`src/rtl/tile_xfer_pkg.sv`:
```
package tile_xfer_pkg;

    typedef struct packed {
        logic [7:0] r;
        logic [7:0] g;
        logic [7:0] b;
        logic [7:0] a;
    } rgba_t;

    localparam logic [2:0] FMT_W32  = 3'd0;
    localparam logic [2:0] FMT_W24  = 3'd1;
    localparam logic [2:0] FMT_565  = 3'd2;
    localparam logic [2:0] FMT_5551 = 3'd3;
    localparam logic [2:0] FMT_4444 = 3'd4;

    localparam logic [1:0] SC_NONE = 2'd0;
    localparam logic [1:0] SC_X    = 2'd1;
    localparam logic [1:0] SC_XY   = 2'd2;

    function automatic logic [2:0] fmt_bytes(input logic [2:0] f);
        case (f)
            FMT_W32: return 3'd4;
            FMT_W24: return 3'd3;
            default: return 3'd2;
        endcase
    endfunction

    // pixel index inside a tiled surface of the given row width
    function automatic logic [31:0] tile_index(input logic [31:0] x, input logic [31:0] y,
                                               input logic [31:0] w);
        logic [31:0] inner;
        inner = {26'd0, y[2], x[2], y[1], x[1], y[0], x[0]};
        return {x[28:3], 6'd0} + inner + ({y[31:3], 3'd0} * w);
    endfunction

endpackage

```
`src/rtl/tile_xfer_decode.sv`:
```
module tile_xfer_decode
    import tile_xfer_pkg::*;
(
    input  logic [2:0]  fmt,
    input  logic [31:0] word,
    output rgba_t       px
);
    always_comb begin
        px = '0;
        case (fmt)
            FMT_W32:  px = '{r: word[31:24], g: word[23:16], b: word[15:8], a: word[7:0]};
            FMT_W24:  px = '{r: word[23:16], g: word[15:8], b: word[7:0], a: 8'hFF};
            FMT_565:  px = '{r: {word[15:11], word[15:13]}, g: {word[10:5], word[10:9]},
                             b: {word[4:0], word[4:2]}, a: 8'hFF};
            FMT_5551: px = '{r: {word[15:11], word[15:13]}, g: {word[10:6], word[10:8]},
                             b: {word[5:1], word[5:3]}, a: {8{word[0]}}};
            FMT_4444: px = '{r: {2{word[15:12]}}, g: {2{word[11:8]}},
                             b: {2{word[7:4]}}, a: {2{word[3:0]}}};
            default:  px = '0;
        endcase
    end
endmodule

```
`src/rtl/tile_xfer_encode.sv`:
```
module tile_xfer_encode
    import tile_xfer_pkg::*;
(
    input  logic [2:0]  fmt,
    input  rgba_t       px,
    output logic [31:0] word
);
    always_comb begin
        word = '0;
        case (fmt)
            FMT_W32:  word = {px.r, px.g, px.b, px.a};
            FMT_W24:  word = {8'd0, px.r, px.g, px.b};
            FMT_565:  word = {16'd0, px.r[7:3], px.g[7:2], px.b[7:3]};
            FMT_5551: word = {16'd0, px.r[7:3], px.g[7:3], px.b[7:3], px.a[7]};
            FMT_4444: word = {16'd0, px.r[7:4], px.g[7:4], px.b[7:4], px.a[7:4]};
            default:  word = '0;
        endcase
    end
endmodule

```
`src/rtl/tile_xfer_addr.sv`:
```
module tile_xfer_addr
    import tile_xfer_pkg::*;
#(
    parameter int DW = 10,
    parameter int AW = 32
) (
    input  logic [DW-1:0] x,
    input  logic [DW-1:0] y,
    input  logic [DW-1:0] in_w,
    input  logic [DW-1:0] ow,
    input  logic [DW-1:0] oh,
    input  logic          hs,
    input  logic          vs,
    input  logic          flip,
    input  logic          src_tiled,
    input  logic          dst_tiled,
    input  logic [2:0]    sbpp,
    input  logic [2:0]    dbpp,
    output logic [AW-1:0] src_off,
    output logic [AW-1:0] dst_off
);
    logic [31:0] ix, iy, ox, oy, iw, ew, s_idx, d_idx;

    always_comb begin
        ix = 32'(x) << hs;
        iy = 32'(y) << vs;
        ox = 32'(x);
        oy = flip ? (32'(oh) - 32'(y) - 32'd1) : 32'(y);
        iw = 32'(in_w);
        ew = 32'(ow);
        s_idx = src_tiled ? tile_index(ix, iy, iw) : (iy * iw + ix);
        d_idx = dst_tiled ? tile_index(ox, oy, ew) : (oy * ew + ox);
        src_off = AW'(s_idx * 32'(sbpp));
        dst_off = AW'(d_idx * 32'(dbpp));
    end
endmodule

```
`src/rtl/tile_xfer.sv`:
```
module tile_xfer
    import tile_xfer_pkg::*;
#(
    parameter int DW = 10,
    parameter int AW = 32
) (
    input  logic          clk,
    input  logic          rst_n,
    input  logic          start,
    input  logic [AW-1:0] src_base,
    input  logic [AW-1:0] dst_base,
    input  logic [DW-1:0] in_w,
    input  logic [DW-1:0] in_h,
    input  logic [DW-1:0] out_w,
    input  logic [DW-1:0] out_h,
    input  logic [2:0]    in_fmt,
    input  logic [2:0]    out_fmt,
    input  logic [1:0]    scale,
    input  logic          flip,
    input  logic          lin_in,
    input  logic          no_swizzle,
    output logic          rd_en,
    output logic [AW-1:0] rd_addr,
    input  logic [31:0]   rd_data,
    output logic          wr_en,
    output logic [AW-1:0] wr_addr,
    output logic [31:0]   wr_data,
    output logic [2:0]    wr_nbytes,
    output logic          busy,
    output logic          done
);
    localparam int NCH = 4;
    localparam int CW  = 8 + 2;
    localparam int PW  = 2 * DW;

    typedef enum logic [2:0] {ST_IDLE, ST_CHECK, ST_READ, ST_CAPT, ST_WRITE, ST_DONE} st_e;
    st_e st_q, st_d;

    logic [AW-1:0] src_base_q, dst_base_q;
    logic [DW-1:0] in_w_q, in_h_q, out_w_q, out_h_q;
    logic [2:0]    in_fmt_q, out_fmt_q;
    logic [1:0]    scale_q;
    logic          flip_q, lin_q, noswz_q;

    logic [DW-1:0] x_q, y_q, ow, oh;
    logic [1:0]    k_q, last_k;
    logic          hs, vs, reject, last_x, last_y;
    logic [2:0]    sbpp, dbpp;
    logic [AW-1:0] src_off, dst_off;

    rgba_t              dec_px, avg_px;
    logic [NCH-1:0][7:0] dec_ch, avg_ch;
    logic [NCH-1:0][CW-1:0] acc_q;
    logic [31:0]        enc_word;

    assign hs     = (scale_q == SC_X) || (scale_q == SC_XY);
    assign vs     = (scale_q == SC_XY);
    assign ow     = out_w_q >> hs;
    assign oh     = out_h_q >> vs;
    assign last_k = {vs, hs};
    assign sbpp   = fmt_bytes(in_fmt_q);
    assign dbpp   = fmt_bytes(out_fmt_q);
    assign last_x = (x_q == ow - 1'b1);
    assign last_y = (y_q == oh - 1'b1);
    assign reject = (in_w_q == '0) || (in_h_q == '0) || (out_w_q == '0) || (out_h_q == '0) ||
                    (scale_q > SC_XY) || (lin_q && scale_q != SC_NONE) ||
                    (out_fmt_q > FMT_4444) || (ow == '0) || (oh == '0);

    tile_xfer_addr #(.DW(DW), .AW(AW)) u_addr (
        .x(x_q), .y(y_q), .in_w(in_w_q), .ow(ow), .oh(oh), .hs(hs), .vs(vs),
        .flip(flip_q), .src_tiled(!lin_q), .dst_tiled(lin_q ^ noswz_q),
        .sbpp(sbpp), .dbpp(dbpp), .src_off(src_off), .dst_off(dst_off)
    );

    tile_xfer_decode u_dec (.fmt(in_fmt_q), .word(rd_data), .px(dec_px));
    tile_xfer_encode u_enc (.fmt(out_fmt_q), .px(avg_px), .word(enc_word));

    assign dec_ch = dec_px;
    assign avg_px = rgba_t'(avg_ch);

    // per-channel box accumulator
    for (genvar c = 0; c < NCH; c++) begin : g_ch
        always_ff @(posedge clk or negedge rst_n) begin
            if (!rst_n)
                acc_q[c] <= '0;
            else if (st_q == ST_CAPT)
                acc_q[c] <= ((k_q == 2'd0) ? CW'(0) : acc_q[c]) + CW'(dec_ch[c]);
        end
        assign avg_ch[c] = 8'(acc_q[c] >> ({1'b0, hs} + {1'b0, vs}));
    end

    // next-state logic
    always_comb begin
        st_d = st_q;
        unique case (st_q)
            ST_IDLE:  if (start) st_d = ST_CHECK;
            ST_CHECK: st_d = reject ? ST_DONE : ST_READ;
            ST_READ:  st_d = ST_CAPT;
            ST_CAPT:  st_d = (k_q == last_k) ? ST_WRITE : ST_READ;
            ST_WRITE: st_d = (last_x && last_y) ? ST_DONE : ST_READ;
            ST_DONE:  st_d = ST_IDLE;
            default:  st_d = ST_IDLE;
        endcase
    end

    // state register
    always_ff @(posedge clk or negedge rst_n) begin
        if (!rst_n) st_q <= ST_IDLE;
        else        st_q <= st_d;
    end

    // configuration and pixel counters
    always_ff @(posedge clk or negedge rst_n) begin
        if (!rst_n) begin
            src_base_q <= '0; dst_base_q <= '0;
            in_w_q <= '0; in_h_q <= '0; out_w_q <= '0; out_h_q <= '0;
            in_fmt_q <= '0; out_fmt_q <= '0; scale_q <= '0;
            flip_q <= 1'b0; lin_q <= 1'b0; noswz_q <= 1'b0;
            x_q <= '0; y_q <= '0; k_q <= '0;
        end else begin
            unique case (st_q)
                ST_IDLE: if (start) begin
                    src_base_q <= src_base; dst_base_q <= dst_base;
                    in_w_q <= in_w; in_h_q <= in_h; out_w_q <= out_w; out_h_q <= out_h;
                    in_fmt_q <= in_fmt; out_fmt_q <= out_fmt; scale_q <= scale;
                    flip_q <= flip; lin_q <= lin_in; noswz_q <= no_swizzle;
                end
                ST_CHECK: begin
                    x_q <= '0; y_q <= '0; k_q <= '0;
                end
                ST_CAPT: if (k_q != last_k) k_q <= k_q + 2'd1;
                ST_WRITE: begin
                    k_q <= '0;
                    if (last_x) begin
                        x_q <= '0;
                        y_q <= y_q + 1'b1;
                    end else begin
                        x_q <= x_q + 1'b1;
                    end
                end
                default: ;
            endcase
        end
    end

    // outputs
    always_comb begin
        rd_en     = (st_q == ST_READ);
        rd_addr   = src_base_q + src_off + AW'(k_q) * AW'(sbpp);
        wr_en     = (st_q == ST_WRITE);
        wr_addr   = dst_base_q + dst_off;
        wr_data   = enc_word;
        wr_nbytes = dbpp;
        busy      = (st_q != ST_IDLE);
        done      = (st_q == ST_DONE);
    end

    // writes issued in the current transfer, for the bound check
    logic [PW-1:0] wr_cnt_q;
    always_ff @(posedge clk or negedge rst_n) begin
        if (!rst_n)               wr_cnt_q <= '0;
        else if (st_q == ST_CHECK) wr_cnt_q <= '0;
        else if (wr_en)           wr_cnt_q <= wr_cnt_q + 1'b1;
    end

    assert_done_single_R10: assert property (@(posedge clk) disable iff (!rst_n)
        done |=> !done);
    assert_idle_quiet_R10: assert property (@(posedge clk) disable iff (!rst_n)
        !busy |-> (!rd_en && !wr_en));
    assert_busy_until_done_R10: assert property (@(posedge clk) disable iff (!rst_n)
        (busy && !done) |=> busy);
    assert_wr_bound_R4: assert property (@(posedge clk) disable iff (!rst_n)
        wr_en |-> (wr_cnt_q < PW'(ow) * PW'(oh)));
    assert_wr_after_sample_R5: assert property (@(posedge clk) disable iff (!rst_n)
        wr_en |-> ($past(rd_en, 2) && !$past(rd_en)));
    assert_reject_noread_R9: assert property (@(posedge clk) disable iff (!rst_n)
        (st_q == ST_CHECK && reject) |=> (done && !rd_en));

endmodule

```
`config.mk`:
```
export PLATFORM = sky130hd
export DESIGN_NAME = tile_xfer
export DESIGN_NICKNAME = d
export VERILOG_FILES = /design/src/rtl/tile_xfer_pkg.sv /design/src/rtl/tile_xfer_decode.sv /design/src/rtl/tile_xfer_encode.sv /design/src/rtl/tile_xfer_addr.sv /design/src/rtl/tile_xfer.sv
export SDC_FILE = /design/constraint.sdc
export NUM_CORES = 2
export LEC_CHECK = 0
export ABC_AREA = 1
export BUFFER_PORTS_ARGS = -buffer_cell sky130_fd_sc_hd__buf_2
export CAP_MARGIN = 20
export CORE_MARGIN = 3
export CORE_UTILIZATION = 65
export DETAILED_ROUTE_END_ITERATION = 8
export MAX_ROUTING_LAYER = met4
export PLACE_DENSITY_LB_ADDON = 0.05
export SLEW_MARGIN = 20
export SYNTH_ARGS = -nofsm -noshare
export SYNTH_HDL_FRONTEND = slang
export SYNTH_SLANG_ARGS = --single-unit
```
`constraint.sdc`:
```
create_clock -name clk -period 32.8 [get_ports clk]
set_clock_uncertainty 0.15 [all_clocks]
set_input_delay 0 -clock clk [delete_from_list [all_inputs] [get_ports clk]]
set_output_delay 0 -clock clk [all_outputs]
set_load 0.02 [all_outputs]
```
==> impl_metrics.sql <==
INSERT INTO impl_metrics (metric_group, metric, value, unit) VALUES
('place', 'dp_hpwl', '92350', 'um'),
('route', 'antenna_left', '0', ''),
('timing', 'rsz0062_at_grt', 'false', ''),
('grt', 'global_route.peak_usage_layer', 'met2', ''),
('critical_path', 'worst_path_max_delay_cell', 'sky130_fd_sc_hd__ha_1', ''),
('synth', 'netlist_instances', '5149', ''),
('run', 'drv.max_cap_violation_count', '0', ''),
('critical_path', 'timing.setup.critical_path_class', 'reg2out', ''),
('grt', 'grt_util_met1', '44.36', '%'),
('grt', 'grt_util_all_layers', '39.77', '%'),
('synth', 'syn-mean-instance-area', '7.313', 'sq um'),
('timing', 'timing_worst_slew_pin_value', '1.118', 'ns'),
('place', 'routabilityCongestion', '1.011', ''),
('critical_path', 'worst_setup_path_end_kind', 'output pin', ''),
('synth', 'yosys.area.top_type', 'sky130_fd_sc_hd__fa_1', ''),
('critical_path', 'worst_ep_arrival_time', '14.08', 'ns'),
('clocking', 'clock-sinks', '180', ''),
('clocking', 'clockBufferDepth', '2', ''),
('synth', 'netlist_top_cells_area', 'sky130_fd_sc_hd__fa_1, sky130_fd_sc_hd__ha_1, sky130_fd_sc_hd__dfrtp_1, sky130_fd_sc_hd__nand2_1, sky130_fd_sc_hd__inv_1', ''),
('die', 'floorplan.initialDensity', '66.26', '%'),
('clocking', 'tritoncts', 'done', ''),
('route', 'first_iter_violations', '2724', ''),
('synth', 'yosys.area_share.simple', '21.24', '%'),
('timing', 'max_freq', '70.28', 'MHz'),
('synth', 'synth_most_common_cell', 'sky130_fd_sc_hd__nand2_1', ''),
('layout', 'growth_of_design_area_from_synthesis_to_finish', '10.44', '%'),
('grt', 'grt_max_degree', '68', ''),
('route', 'routed_via_density', '5.659', ''),
('route', 'dr_total_vias', '35297', ''),
('clocking', 'worst_setup_hold_path_clk_slew', '0.08', 'ns'),
('die', 'floorplan.core_area', '56820', 'sq um'),
('route', 'drcViolationCount', '0', ''),
('grt', 'number_of_global_route_vias_before_repair', '35921', ''),
('timing', 'slew_violations', '0', ''),
('die', 'fp.dieH', '246.7', 'um'),
('grt', 'grt_use_met3', '8.447', '%'),
('grt', 'antenna_found_initial', '9', ''),
('grt', 'wire_length_of_the_first_global_routing_pass', '183600', 'um'),
('synth', 'synthDominantCellAreaShare', '25.20', '%'),
('route', 'first_pass_iteration_count_of_the_detailed_router', '5', ''),
('synth', 'synth.net_count', '6155', ''),
('route', 'route.detailed.wl_per_inst', '18.27', 'um'),
('timing', 'fin_crit_sh', '43.38', '%'),
('layout', 'multi_input_combinational_cell_area', '28740', 'sq um'),
('critical_path', 'critPathMostFrequentCell', 'sky130_fd_sc_hd__inv_1', ''),
('outcome', 'run_status', 'completed', ''),
('grt', 'grtUsageMet2', '66.01', '%'),
('critical_path', 'cp_max_fo', '29', ''),
('route', 'route.final.wire_length', '114000', 'um'),
('synth', 'yosys_warnings', '0', ''),
('synth', 'yosysUniqueCellTypes', '64', ''),
('layout', 'final.fill_count', '4662', ''),
('synth', 'edff_count_synth', '0', ''),
('timing', 'setup_viol', '0', ''),
('synth', 'synth-async-reset-ratio', '100.0', '%'),
('grt', 'grt_remaining_overflow', '0', ''),
('die', 'overall_die_area', '60850', 'sq um'),
('critical_path', 'critical_path_required', '32.65', 'ns'),
('clocking', 'cts-root-buf', 'sky130_fd_sc_hd__clkbuf_16', ''),
('clocking', 'numCtsBuffers', '17', ''),
('timing', 'tns', '0', 'ns'),
('critical_path', 'worstSetupStartpointType', 'register', ''),
('die', 'rows', '87', ''),
('synth', 'synthXorXnorAreaFrac', '4.024', '%'),
('synth', 'netlist_top_cells_count', 'sky130_fd_sc_hd__nand2_1, sky130_fd_sc_hd__inv_1, sky130_fd_sc_hd__nor2_1, sky130_fd_sc_hd__fa_1, sky130_fd_sc_hd__ha_1', ''),
('clocking', 'clk_latency', '0.49', 'ns'),
('timing', 'hold_violations', '0', ''),
('layout', 'ff_latch_area', '4506', 'sq um'),
('place', 'numPortBuffers', '252', ''),
('layout', 'drive_gt1_share', '8.335', '%'),
('min_path', 'holdCritPathClass', 'in2reg', '');
-- cell families after synthesis --
logic type,Yosys count
multiplexers,69
flip-flops,180
adder cells (fa/ha/maj),856
AO/OA/AOI/OAI,732
XOR/XNOR,173
buffers and inverters,1178
AND/OR/NAND/NOR,1961
-- what timing repair did --
action                                 CTS  global route
resized for setup                        0             0
hold buffers                           132             0
buffers inserted                         0             0
endpoints found under the hold margin  189             0
setup endpoints to repair                0             0
-- layout make-up --
| class | count | area share [%] |
|---|---|---|
| multi-input combinational | 3791 | 69.11 |
| sequential | 180 | 10.83 |
| inverter | 1053 | 9.505 |
| timing repair buffer | 415 | 6.833 |
| tap | 756 | 2.275 |
| clock buffer | 19 | 1.041 |
| clock inverter | 13 | 0.3430 |
| antenna | 10 | 0.06018 |
-- sequential cells by signal, summed over array words and instances, names as in the netlist --
register / flops
st_q: 3
scale_q: 2
flip_q: 1
acc_q: 40
out_fmt_q: 3
k_q: 2
in_h_q: 10
out_w_q: 10
y_q: 10
noswz_q: 1
out_h_q: 10
lin_q: 1
x_q: 10
in_w_q: 10
src_base_q: 32
dst_base_q: 32
in_fmt_q: 3
-- critical path: cells and delay by family, from the launching register on --
family / cells / cell delay (ns)
DFF: 1 / 0.41
buffers and inverters: 15 / 1.13
adders and majority gates: 15 / 6.62
AOI/OAI and AO/OA: 9 / 1.81
and+or+nand+nor: 26 / 3.43
xor gates and xnor gates: 1 / 0.17
-- stage by stage --
stage | std cells | hold WS (ns) | cell area (sq um) | worst slack [ns] | utilization (%)
4_1_cts | 6227 | 0.0005062 | 41550 | 18.67 | 73.12
3_5_place_dp | 6063 | -0.1150 | 39630 | 19.24 | 69.75
3_3_place_gp | 6063 | -0.1190 | 39630 | 19.50 | 69.75
5_1_grt | 6236 | 0.06157 | 41580 | 17.16 | 73.18
6_report | 6237 | 0.01848 | 41580 | 18.57 | 73.18
2_1_floorplan | 5149 | -0.4456 | 37650 | 21.06 | -
-- per-layer routing --
metal / up-vias / routed length (um)
li1: 16713 / -
met1: 16793 / 42460
met2: 1352 / 54930
met3: 439 / 8472
met4: 0 / 8117
met5: - / 0
-- path summary, 6_finish.rpt --
check | slack, ns | to | depth (start not counted) | start
min reg2reg | 0.37 | acc_q[31] | 2 | acc_q[31]
min | 0.02 | acc_q[32] | 7 | rd_data[26]
max reg2reg | 27.62 | y_q[6] | 22 | scale_q[1]
min in group asynchronous | 0.60 | dst_base_q[10] | 4 | rst_n
max in group asynchronous | 30.28 | flip_q | 5 | rst_n
max | 18.57 | wr_addr[31] | 66 | scale_q[0]
-- placed cells by master (no fill, tap or decap), types with 31 or more instances in the layout --
master / count
sky130_fd_sc_hd__o21ai_0: 218
sky130_fd_sc_hd__fa_1: 474
sky130_fd_sc_hd__nor3_1: 46
sky130_fd_sc_hd__dfrtp_1: 179
sky130_fd_sc_hd__inv_1: 1028
sky130_fd_sc_hd__buf_2: 251
sky130_fd_sc_hd__dlygate4sd3_1: 131
sky130_fd_sc_hd__buf_4: 31
sky130_fd_sc_hd__mux2_2: 62
sky130_fd_sc_hd__nand4_1: 42
sky130_fd_sc_hd__xnor2_1: 54
sky130_fd_sc_hd__xor2_1: 119
sky130_fd_sc_hd__ha_1: 380
sky130_fd_sc_hd__nand2_1: 1040
sky130_fd_sc_hd__nor2_1: 606
sky130_fd_sc_hd__nand3_1: 140
sky130_fd_sc_hd__o21ai_1: 41
sky130_fd_sc_hd__o22ai_1: 41
sky130_fd_sc_hd__a21oi_1: 292
Power is not shown: default switching activity piles up to over one toggle a cycle in this logic, so the estimate is an artifact.
